<file path="config.mk">
export PLATFORM = sky130hd
export DESIGN_NAME = ldst_queue
export DESIGN_NICKNAME = d
export VERILOG_FILES = /design/src/rtl/ldst_pkg.sv /design/src/rtl/ldst_ptrs.sv /design/src/rtl/ldst_age_search.sv /design/src/rtl/ldst_queue.sv
export SDC_FILE = /design/constraint.sdc
export NUM_CORES = 2
export LEC_CHECK = 0
export BUFFER_PORTS_ARGS = -buffer_cell sky130_fd_sc_hd__buf_2
export CORE_MARGIN = 3
export CORE_UTILIZATION = 63
export DETAILED_ROUTE_END_ITERATION = 6
export MAX_ROUTING_LAYER = met4
export PLACE_DENSITY = 0.82
export SLEW_MARGIN = 5
export SYNTH_ARGS = -nofsm -noshare
export SYNTH_HDL_FRONTEND = slang
export SYNTH_SLANG_ARGS = --single-unit
</file>
<file path="constraint.sdc">
create_clock -name clk -period 7.9 [get_ports clk]
set_clock_uncertainty 0.05 [all_clocks]
set_input_delay 1.58 -clock clk [delete_from_list [all_inputs] [get_ports clk]]
set_output_delay 1.58 -clock clk [all_outputs]
set_load 0.1 [all_outputs]
</file>
<file path="src/rtl/ldst_pkg.sv">
package ldst_pkg;
  typedef enum logic [1:0] {
    LDC_WAIT_ADDR = 2'd0,
    LDC_WAIT_DATA = 2'd1,
    LDC_FWD       = 2'd2,
    LDC_CACHE     = 2'd3
  } ld_code_e;
endpackage

</file>
<file path="src/rtl/ldst_ptrs.sv">
module ldst_ptrs #(
  parameter int DEPTH = 8,
  localparam int IW = $clog2(DEPTH),
  localparam int CW = IW + 1
) (
  input  logic          clk,
  input  logic          rst,
  input  logic          push,
  input  logic          pop,
  input  logic          flush,
  input  logic [CW-1:0] kept,
  output logic [IW-1:0] head,
  output logic [IW-1:0] tail,
  output logic [CW-1:0] count
);
  always_ff @(posedge clk) begin
    if (rst) begin
      head  <= '0;
      tail  <= '0;
      count <= '0;
    end else if (flush) begin
      count <= kept;
      tail  <= head + IW'(kept);
    end else begin
      head  <= head + IW'(pop);
      tail  <= tail + IW'(push);
      count <= count + CW'(push) - CW'(pop);
    end
  end

  p_count_bound_r2: assert property (@(posedge clk) disable iff (rst)
    count <= CW'(DEPTH));

  p_count_step_r2: assert property (@(posedge clk) disable iff (rst)
    !$past(flush) |-> (count == $past(count) || count == $past(count) + 1'b1 ||
                       count + 1'b1 == $past(count)));

  p_flush_shrinks_r10: assert property (@(posedge clk) disable iff (rst)
    $past(flush) |-> (count <= $past(count) && $stable(head)));
endmodule

</file>
<file path="src/rtl/ldst_age_search.sv">
module ldst_age_search #(
  parameter int DEPTH = 8,
  parameter int AW = 16,
  localparam int IW = $clog2(DEPTH)
) (
  input  logic [IW-1:0]             head,
  input  logic [IW-1:0]             ld_idx,
  input  logic [DEPTH-1:0]          is_store,
  input  logic [DEPTH-1:0]          addr_ok,
  input  logic [DEPTH-1:0]          data_ok,
  input  logic [DEPTH-1:0][AW-1:0]  addr,
  output logic                      blocked,
  output logic                      hit,
  output logic                      hit_data_ok,
  output logic [IW-1:0]             hit_idx
);
  logic [IW-1:0] ld_rank;
  logic [IW-1:0] slot;
  logic [AW-1:0] ld_addr;

  assign ld_rank = ld_idx - head;
  assign ld_addr = addr[ld_idx];

  // Walk from oldest to youngest; a later match overwrites, so the youngest
  // older matching store wins.
  always_comb begin
    blocked     = !addr_ok[ld_idx];
    hit         = 1'b0;
    hit_data_ok = 1'b0;
    hit_idx     = '0;
    slot        = '0;
    for (int r = 0; r < DEPTH; r++) begin
      slot = head + IW'(r);
      if (r < int'(ld_rank) && is_store[slot]) begin
        if (!addr_ok[slot]) begin
          blocked = 1'b1;
        end else if (addr[slot] == ld_addr) begin
          hit         = 1'b1;
          hit_data_ok = data_ok[slot];
          hit_idx     = slot;
        end
      end
    end
  end
endmodule

</file>
<file path="src/rtl/ldst_queue.sv">
module ldst_queue
  import ldst_pkg::*;
#(
  parameter int DEPTH = 8,
  parameter int AW = 16,
  parameter int DW = 16,
  parameter int PCW = 16,
  parameter int SEQW = 8,
  localparam int IW = $clog2(DEPTH),
  localparam int CW = IW + 1
) (
  input  logic            clk,
  input  logic            rst,
  input  logic            alloc_valid,
  input  logic            alloc_is_store,
  input  logic [PCW-1:0]  alloc_pc,
  input  logic [SEQW-1:0] alloc_seq,
  output logic            alloc_ready,
  output logic [IW-1:0]   alloc_idx,
  input  logic            upd_valid,
  input  logic [IW-1:0]   upd_idx,
  input  logic            upd_addr_valid,
  input  logic [AW-1:0]   upd_addr,
  input  logic            upd_data_valid,
  input  logic [DW-1:0]   upd_data,
  input  logic            upd_fault,
  input  logic            ld_req_valid,
  input  logic [IW-1:0]   ld_req_idx,
  output logic            ld_resp_valid,
  output logic [IW-1:0]   ld_resp_idx,
  output logic [1:0]      ld_resp_code,
  output logic [DW-1:0]   ld_resp_data,
  output logic            cache_rd_valid,
  output logic [AW-1:0]   cache_rd_addr,
  output logic [IW-1:0]   cache_rd_tag,
  input  logic            cache_fill_valid,
  input  logic [IW-1:0]   cache_fill_tag,
  input  logic [DW-1:0]   cache_fill_data,
  input  logic            retire_valid,
  output logic            cache_wr_valid,
  output logic [AW-1:0]   cache_wr_addr,
  output logic [DW-1:0]   cache_wr_data,
  input  logic            flush_valid,
  input  logic [SEQW-1:0] flush_seq,
  output logic            head_valid,
  output logic            head_is_store,
  output logic            head_exec,
  output logic            head_done,
  output logic            head_fault,
  output logic [SEQW-1:0] head_seq,
  output logic [PCW-1:0]  head_pc,
  output logic [DW-1:0]   head_value
);
  // Slot storage (flops: every address feeds the parallel compare)
  logic [DEPTH-1:0]            e_store, e_aok, e_dok, e_exec, e_done, e_fault;
  logic [DEPTH-1:0][AW-1:0]    e_addr;
  logic [DEPTH-1:0][DW-1:0]    e_val;
  logic [DEPTH-1:0][PCW-1:0]   e_pc;
  logic [DEPTH-1:0][SEQW-1:0]  e_seq;

  logic [IW-1:0] head, tail;
  logic [CW-1:0] count, kept;
  logic [DEPTH-1:0] in_q, younger;

  logic alloc_fire, retire_fire, ld_fire;
  logic s_blocked, s_hit, s_hit_dok;
  logic [IW-1:0] s_hit_idx;
  ld_code_e ld_code;

  assign alloc_ready = (count != CW'(DEPTH));
  assign alloc_idx   = tail;
  assign alloc_fire  = alloc_valid && alloc_ready && !flush_valid;
  assign retire_fire = retire_valid && (count != '0) && !flush_valid;
  assign ld_fire     = ld_req_valid && !flush_valid;

  // Liveness and flush age per slot
  for (genvar i = 0; i < DEPTH; i++) begin : g_age
    logic [IW-1:0]   rank;
    logic [SEQW-1:0] dseq;
    assign rank       = IW'(i) - head;
    assign in_q[i]    = CW'(rank) < count;
    assign dseq       = e_seq[i] - flush_seq;
    assign younger[i] = in_q[i] && !dseq[SEQW-1] && (dseq != '0);
  end

  assign kept = count - CW'($countones(younger));

  ldst_ptrs #(.DEPTH(DEPTH)) ptrs_i (
    .clk   (clk),
    .rst   (rst),
    .push  (alloc_fire),
    .pop   (retire_fire),
    .flush (flush_valid),
    .kept  (kept),
    .head  (head),
    .tail  (tail),
    .count (count)
  );

  ldst_age_search #(.DEPTH(DEPTH), .AW(AW)) search_i (
    .head        (head),
    .ld_idx      (ld_req_idx),
    .is_store    (e_store),
    .addr_ok     (e_aok),
    .data_ok     (e_dok),
    .addr        (e_addr),
    .blocked     (s_blocked),
    .hit         (s_hit),
    .hit_data_ok (s_hit_dok),
    .hit_idx     (s_hit_idx)
  );

  always_comb begin
    if (s_blocked)       ld_code = LDC_WAIT_ADDR;
    else if (!s_hit)     ld_code = LDC_CACHE;
    else if (!s_hit_dok) ld_code = LDC_WAIT_DATA;
    else                 ld_code = LDC_FWD;
  end

  // Response, cache request and retire outputs
  always_ff @(posedge clk) begin
    if (rst) begin
      ld_resp_valid  <= 1'b0;
      ld_resp_idx    <= '0;
      ld_resp_code   <= '0;
      ld_resp_data   <= '0;
      cache_rd_valid <= 1'b0;
      cache_rd_addr  <= '0;
      cache_rd_tag   <= '0;
      cache_wr_valid <= 1'b0;
      cache_wr_addr  <= '0;
      cache_wr_data  <= '0;
    end else begin
      ld_resp_valid  <= ld_fire;
      ld_resp_idx    <= ld_req_idx;
      ld_resp_code   <= ld_code;
      ld_resp_data   <= (ld_code == LDC_FWD) ? e_val[s_hit_idx] : '0;
      cache_rd_valid <= ld_fire && (ld_code == LDC_CACHE);
      cache_rd_addr  <= e_addr[ld_req_idx];
      cache_rd_tag   <= ld_req_idx;
      cache_wr_valid <= retire_fire && e_store[head];
      cache_wr_addr  <= e_addr[head];
      cache_wr_data  <= e_val[head];
    end
  end

  // Slot updates
  always_ff @(posedge clk) begin
    if (rst) begin
      e_store <= '0;
      e_aok   <= '0;
      e_dok   <= '0;
      e_exec  <= '0;
      e_done  <= '0;
      e_fault <= '0;
      e_addr  <= '0;
      e_val   <= '0;
      e_pc    <= '0;
      e_seq   <= '0;
    end else begin
      if (alloc_fire) begin
        e_store[tail] <= alloc_is_store;
        e_pc[tail]    <= alloc_pc;
        e_seq[tail]   <= alloc_seq;
        e_aok[tail]   <= 1'b0;
        e_dok[tail]   <= 1'b0;
        e_exec[tail]  <= 1'b0;
        e_done[tail]  <= 1'b0;
        e_fault[tail] <= 1'b0;
      end
      if (upd_valid) begin
        if (upd_addr_valid) begin
          e_addr[upd_idx] <= upd_addr;
          e_aok[upd_idx]  <= 1'b1;
          if (e_store[upd_idx]) e_exec[upd_idx] <= 1'b1;
        end
        if (upd_data_valid) begin
          e_val[upd_idx] <= upd_data;
          e_dok[upd_idx] <= 1'b1;
        end
        if (upd_fault) e_fault[upd_idx] <= 1'b1;
        if (e_store[upd_idx])
          e_done[upd_idx] <= (e_aok[upd_idx] | upd_addr_valid) &
                             (e_dok[upd_idx] | upd_data_valid);
      end
      if (ld_fire && ld_code == LDC_FWD) begin
        e_val[ld_req_idx]  <= e_val[s_hit_idx];
        e_exec[ld_req_idx] <= 1'b1;
        e_done[ld_req_idx] <= 1'b1;
      end else if (ld_fire && ld_code == LDC_CACHE) begin
        e_exec[ld_req_idx] <= 1'b1;
      end
      if (cache_fill_valid) begin
        e_val[cache_fill_tag]  <= cache_fill_data;
        e_done[cache_fill_tag] <= 1'b1;
      end
    end
  end

  assign head_valid    = (count != '0);
  assign head_is_store = e_store[head];
  assign head_exec     = e_exec[head];
  assign head_done     = e_done[head];
  assign head_fault    = e_fault[head];
  assign head_seq      = e_seq[head];
  assign head_pc       = e_pc[head];
  assign head_value    = e_val[head];

  // Assertions
  p_resp_after_req_r3: assert property (@(posedge clk) disable iff (rst)
    ld_resp_valid |-> $past(ld_req_valid));

  p_rd_only_cache_r6: assert property (@(posedge clk) disable iff (rst)
    cache_rd_valid |-> (ld_resp_valid && ld_resp_code == 2'd3 && cache_rd_tag == ld_resp_idx));

  p_fwd_from_live_store_r4: assert property (@(posedge clk) disable iff (rst)
    (ld_fire && s_hit && !s_blocked) |-> (e_store[s_hit_idx] && e_aok[s_hit_idx] && in_q[s_hit_idx]));

  p_fwd_older_r7: assert property (@(posedge clk) disable iff (rst)
    (ld_fire && s_hit) |-> ((s_hit_idx - head) < (ld_req_idx - head)));

  p_wr_after_retire_r9: assert property (@(posedge clk) disable iff (rst)
    cache_wr_valid |-> $past(retire_valid));

  p_retire_nonempty_r9: assert property (@(posedge clk) disable iff (rst)
    retire_valid |-> head_valid);

  p_no_retire_in_flush_r10: assert property (@(posedge clk) disable iff (rst)
    !(retire_valid && flush_valid));
endmodule

</file>
==> After elaboration in Yosys (flattened, before gate mapping) <==
Index checks and enable logic that the tools add are counted.
{ "totals": {"register_bits": 578, "in_bits": 101, "output_inout_bits": 124, "elab_cells": 422} }
{ "op_classes": {"add_sub_neg": 36, "magnitude_cmp": 31, "n_eq_ne": 10, "mux": 222, "bitwise_logic": 17, "reduce_logical": 56} }
{ "ops": {"columns": ["op", "n"], "rows": [
  ["$mux 128", 6],
  ["$bwmux 128", 5],
  ["$bmux 16 s3", 11],
  ["$mux 16", 15],
  ["$mux 8", 30],
  ["$demux 16 s3", 4],
  ["$eq 16x16->1", 7],
  ["$mux 1", 88],
  ["$bmux 1 s3", 28],
  ["$mux 3", 22],
  ["$bwmux 64", 1],
  ["$reduce_bool 8->1", 8],
  ["$sub 8x8->8", 8],
  ["$or 8x8->8", 7],
  ["$lt 3x4->1 const B", 12],
  ["$and 8x8->8", 5],
  ["$logic_and 1x1->1", 35],
  ["$lt 3x4->1", 8],
  ["$bmux 8 s3", 1],
  ["$demux 8 s3", 1],
  ["$bwmux 8", 2],
  ["$demux 1 s3", 4],
  ["$ge 3x1->1 const B", 4],
  ["$sub 3x3->3 const A", 4],
  ["other kinds (29)", 56]
]} }

==> Longest topological paths before layout <==
{ "depth": {"word_depth": 33, "depth_mapped": 30, "ltp_nobuf": 24} }

==> By module <==
Synthesis repeated with hierarchy kept, for this count alone.
{ "hier_totals": {"cells_unflattened": 4469, "area_unflattened_um2": 40537.6} }
{ "modules_own_cells": {"columns": ["mod", "n_inst", "cells_per_inst", "area_each_um2"], "rows": [
  ["ldst_queue", 1, 3485, 29902.4],
  ["ldst_age_search", 1, 923, 10027.1],
  ["ldst_ptrs", 1, 61, 608.1]
]} }

==> Worst setup path after synthesis <==
Ideal clock, no wire load.
{ "synth_path": {"kind": "register -> register", "startpoint": "register ptrs_i.head[1]", "endpoint": "register ptrs_i.tail[2]", "setup_ns": 0.086, "arrival_time_ns": 7.173, "required_time_ns": 7.764, "setup_slack_ns": 0.591, "path_stages_with_launch": 29, "path_buffers": 9, "synth_period_minus_slack_ns": 7.309, "path_cell_list": "dfxtp_1 buf_4 buf_4 buf_4 inv_2 buf_1 clkbuf_1 clkbuf_1 ha_1 buf_4 buf_6 inv_2 buf_2 ha_1 a21o_1 a21oi_1 nor2_1 nor3_1 fa_1 fa_1 fa_1 inv_1 fa_1 ha_1 xor2_1 fa_1 xnor2_1 xnor2_1 a211oi_1"} }
{ "synth_via": {"elab_chain_cells": 10, "elab_cells_between_ends": 42, "classes_between": "add/sub (17); order compare (8); mux (1); reduce/logical (16)"} }
{ "synth_rtl": {"columns": ["item", "line", "source"], "rows": [
  ["start, declared", "ldst_ptrs.sv:12", "output logic [IW-1:0] head,"],
  ["start signal, assigned", "ldst_ptrs.sv:25", "head <= head + IW'(pop);"],
  ["$sub 1x3->3, or another cell as far along", "ldst_queue.sv:80", "assign rank = IW'(i) - head;"],
  ["$lt 3x4->1", "ldst_queue.sv:81", "assign in_q[i] = CW'(rank) < count;"],
  ["$logic_and 1x1->1 (2 in a row)", "ldst_queue.sv:83", "assign younger[i] = in_q[i] && !dseq[SEQW-1] && (dseq != '0);"],
  ["$add 1x1->2 (implied by the code)", "ldst_queue.sv:86", "assign kept = count - CW'($countones(younger));"],
  ["$add 2x2->3 (implied by the code)", "ldst_queue.sv:86", null],
  ["$add 3x3->4 (implied by the code)", "ldst_queue.sv:86", null],
  ["$sub 4x4->4", "ldst_queue.sv:86", null],
  ["$add 3x3->3 (*)", "ldst_ptrs.sv:23", "tail <= head + IW'(kept);"],
  ["$mux 3 (*)", "ldst_ptrs.sv:21", "end else if (flush) begin"],
  ["end signal, assigned", "ldst_ptrs.sv:23", null],
  ["end signal, assigned", "ldst_ptrs.sv:26", "tail <= tail + IW'(push);"],
  ["end, declared", "ldst_ptrs.sv:13", "output logic [IW-1:0] tail,"]
]} }
Every way passes the cells marked *; elsewhere a longest branch is shown, timed or not.
A chain may end at the register's enable or synchronous reset.

==> Final worst setup path <==
{ "layout_path": {"startpoint": "input port ld_req_idx[1]", "endpoint": "register ld_resp_data[8]"} }
{ "layout_via": {"elab_chain_cells": 30, "elab_cells_between_ends": 112, "classes_between": "add/sub (1); order compare (7); eq/ne (8); mux (86); bitwise (1); reduce/logical (9)"} }
{ "layout_rtl": {"columns": ["item", "line", "source"], "rows": [
  ["start, declared", "ldst_queue.sv:28", "input logic [IW-1:0] ld_req_idx,"],
  ["$bmux 16 s3", "ldst_age_search.sv:22", "assign ld_addr = addr[ld_idx];"],
  ["$mux 16 (implied by the code)", "ldst_age_search.sv:22", null],
  ["$eq 16x16->1", "ldst_age_search.sv:37", "end else if (addr[slot] == ld_addr) begin"],
  ["$mux 1", "ldst_age_search.sv:37", null],
  ["$mux 1", "ldst_age_search.sv:35", "if (!addr_ok[slot]) begin"],
  ["$mux 1", "ldst_age_search.sv:34", "if (r < int'(ld_rank) && is_store[slot]) begin"],
  ["$mux 1", "ldst_age_search.sv:37", null],
  ["$mux 1", "ldst_age_search.sv:35", null],
  ["[14 not listed]", null, null],
  ["$mux 1", "ldst_age_search.sv:35", null],
  ["$mux 1", "ldst_age_search.sv:34", null],
  ["$mux 2", "ldst_queue.sv:116", "else if (!s_hit_dok) ld_code = LDC_WAIT_DATA;"],
  ["$mux 2", "ldst_queue.sv:115", "else if (!s_hit) ld_code = LDC_CACHE;"],
  ["$mux 2", "ldst_queue.sv:114", "if (s_blocked) ld_code = LDC_WAIT_ADDR;"],
  ["$eq 2x2->1", "ldst_queue.sv:137", "ld_resp_data <= (ld_code == LDC_FWD) ? e_val[s_hit_idx] : '0;"],
  ["$not 1->1 (no source line)", null, null],
  ["$reduce_or 2->1 (no source line)", null, null],
  ["end signal, assigned", "ldst_queue.sv:137", null],
  ["end, declared", "ldst_queue.sv:32", "output logic [DW-1:0] ld_resp_data,"]
]} }
Parallel ways exist; a longest one is shown, timed or not. The select of a mux whose other input is x is not followed.

==> metrics.md <==
| Metric | Value |
|---|---|
| Top post-synthesis cells by count | `1050 x nand2_1, 578 x dfxtp_1, 499 x a21oi_1` |
| H-tree level count | `2` |
| Sw frac | `34.7%` |
| Crit path from | `ld_req_idx[1]` |
| Fin nets | `4906` |
| CP bufs+invs | `4` |
| Startpoint Class | `input port` |
| Vias in the first global route | `between 30k and 40k` |
| First-pass GRT wire length | `between 200000 and 250000 um` |
| Status | `finished, violations left` |
| # rows | `just over 90` |
| Final max-slew violation count | `0` |
| Worst-margin pin slew | `between 1 and 1.5 ns` |
| # DRC | `4` |
| Seq/Total Area, Yosys | `around 28%` |
| Int Power | `about 0.0055 W` |
| Crit Reg-Reg Endpoint | `e_val[58]` |
| Crit. End Element | `flop` |
| Largest net degree at the start of global routing | `between 200 and 250` |
| I/O pins | `between 200 and 250` |
| Reg2reg start | `ptrs_i.head[0]` |
| Most frequent cell after synthesis | `nand2_1` |
| Post-synth top flop | `dfxtp_1` |
| RePlAce Congestion | `slightly above 1` |
| Reg-to-reg slack, setup | `~1.4 ns` |
| Number of flops mapped to enable cells by yosys | `0` |
| Lkg Pwr | `15.8 nW` |
| Setup TNS | `0 ns` |
| Cells on Worst Hold Path | `2` |
| Setup WS pre-CTS | `~0.48 ns` |
| Multi-input gate area | `roughly 0.027 mm2` |
| Hold Fails Final Rpt | `0` |
| Cts repair resizes | `0` |
| Root Buffer | `clkbuf_16` |
| Die ar. | `0.0682 mm2` |
| CP Cell Sequence | `buf_2 -> mux4_2 -> mux2i_2 -> xnor2_1 -> nand4_1 -> or4_1 -> nor2_1 -> o21ai_1 -> buf_4 -> a311oi_4 -> buf_4 -> buf_4 -> o21ai_0 -> a21oi_1 -> nor2_1 -> o21ai_1` |
| Vias | `39.8k` |
| Peak Freq | `around 140 MHz` |
| Netlist cell types | `91` |
| Max_cap viols | `0` |
| Hold path start | `e_pc[108]` |
| Comb power frac | `approximately 28%` |
| FF-to-FF path depth | `16` |
| Most Frequent Cell on Critical Path | `buf_4` |
| Post-DP HPWL | `94100 um` |
| Starting density of the core | `64.3%` |
| CP peak stage delay | `~0.8 ns` |
| Total track usage | `43.1%` |
| CTS tree | `done` |
| Post-Synthesis Net Count | `~4.9k` |
| Avg Inst Size Synth | `about 8.7 um2` |
| Slowest-stage cell, CP | `buf_2` |
| WP data required | `8.43 ns` |
| Final core occ | `between 60% and 70%` |
| Power Total | `0.00848 W` |
| Psw | `0.00294 W` |
| Clock share of power | `a little over a third` |
| Core area | `0.0638 mm2` |
| Drt first pass iters | `7` |
| Synth top area cells | `dfxtp_1 28%, mux4_2 17%, nand2_1 9.6%` |
| Wire length per cell | `roughly 26 um` |
| M3 GR Usage | `a little under an eighth` |
| Post-DP Area | `approximately 0.042 mm2` |
| # Post-CTS Setup Buffers | `0` |
| Post-synth ARST share | `0%` |
| Vias/cell | `7.09` |
| Normalized max-slew margin | `between 2 and 3%` |
| Worst path arrival time | `~7.4 ns` |
| Fillers | `about 5k` |
| Top cell type's share of synthesized area | `~28%` |
| Clock sinks | `approximately 580` |
| Die H | `about 260 um` |
| Setup ws final | `0.988 ns` |
| Worst min path class | `flop to flop` |
| Crit-path max FO | `32` |
| Hold Crit Endpoint | `e_pc[108]` |
| Clock Latency Late Sink | `~0.70 ns` |
| Die W | `approximately 260 um` |
| Largest area contributor in the netlist | `dfxtp_1` |
| Fin crit share | `between 80% and 90%` |
| Layout cells sized above 1 | `a little under a fifth` |
| Port bufs | `around 220` |
| Met1 global-route usage | `about 55%` |
| Busiest grt layer | `met2` |
| Cell family with most CP delay | `buffers and inverters` |
| Starting DRT DRC Count | `between 7k and 8k` |
| Seq cells post-synth | `~580` |
| Sequential Power Share | `37.1%` |
| Crit path kind | `input port to flop` |
| Syn Inst Count | `between 4k and 5k` |
| Initial antenna violation count | `17` |
| # setup viols final | `0` |
| Design area | `between 0.04 and 0.05 mm2` |
| Syn Std Cell Area | `between 0.04 and 0.05 mm2` |
| Maximum VDD drop | `between 0.2 and 0.25 mV` |
| Routing usage on met2 | `61.0%` |
| Post-CTS Hold Fix Bufs | `0` |
| Routed WL | `~150000 um` |
| Layout area overhead | `8.28%` |
| Clk slew on worst S/H paths | `~0.060 ns` |
| Minimum clock period | `between 6 and 7 ns` |
| GRT Residual Overflow | `0` |
| CTS Buf Count | `just over 60` |
| Ys Warns | `0` |
| Antenna-violating nets left | `0` |
| CTS Buffer Depth | `3` |
| RSZ-0062 raised after global routing | `no` |
| Cell Pwr Density | `between 150 and 200 mW/mm2` |
| Failing checks | `design-rule violations` |
| Sequential Area | `around 0.012 mm2` |
==> power by group through the flow <==
stage          combinational, W  sequential, W  clock (W)
2_1_floorplan           0.00175        0.00323          0
3_3_place_gp            0.00225        0.00320          0
3_5_place_dp            0.00233        0.00320          0
4_1_cts                 0.00234        0.00314    0.00296
5_1_grt                 0.00257        0.00315    0.00309
6_report                0.00236        0.00314    0.00297
==> logic make-up after synthesis <==
kind of cell,share of synthesized area [%]
and+or+nand+nor,17.1
muxes,25.0
AOI/OAI and AO/OA,16.6
DFF,28.2
xor gates and xnor gates,3.92
buffers and inverters,5.61
adders and majority gates,3.61
==> tightest hold or removal path, cell delays in order (launching register included) <==
cell     delay (ns)
dfxtp_1        0.31
nand2_1        0.05
a21oi_1        0.05
==> cells in the final DEF (no fill, tap or decap), types with 18 or more instances in the layout <==
cell,instances
a21oi_1,499
a21oi_2,19
a22oi_1,98
and3_1,20
buf_2,223
buf_4,114
clkbuf_16,61
dfxtp_1,575
fa_1,19
ha_1,87
inv_1,53
mux2i_1,327
mux4_2,301
nand2_1,1050
nand2b_1,37
nand3_1,140
nand4_1,23
nor2_1,199
nor2b_1,34
nor3_1,18
o211ai_1,56
o21ai_0,209
o21ai_1,31
xnor2_1,108
xor2_1,70
==> metrics by stage <==
step / hold WS (ns) / cells
after floorplan: 0.383 / 4725
after global placement: 0.389 / 5481
after detailed placement: 0.393 / 5481
after CTS: 0.402 / 5594
after global routing: 0.415 / 5611
final: 0.401 / 5611
==> worst max path at each step <==
stage / end / cells after the start
detailed placement: ptrs_i.tail[2] / 24
CTS: ptrs_i.tail[2] / 24
global route: ptrs_i.tail[2] / 24
finish: ld_resp_data[8] / 16
floorplan: ptrs_i.tail[2] / 28
global placement: ptrs_i.tail[2] / 24
==> registers in the layout, summed over array words and instances, names as in the netlist, 16 cells and up <==
name           flops
e_seq             64
cache_wr_data     16
e_val            128
ld_resp_data      16
e_addr           128
e_pc             128
cache_rd_addr     16
cache_wr_addr     16
==> cell type report <==
class	count	share of cell area (%)
clock inverters	22	0.569
flip-flops and latches	578	26.1
repair buffers	346	4.83
clock buffers	91	4.07
well taps	846	2.38
diodes	17	0.0957
multi-input cells	3652	61.5
inverters	59	0.504
==> per-layer routing <==
layer  share of wire, %  up-vias
li1                   -    17000
met1                 35    18600
met2                 42     3355
met3                 15      852
met4                7.8        0
met5                  0        -
Power figures use the tool's default switching activity.
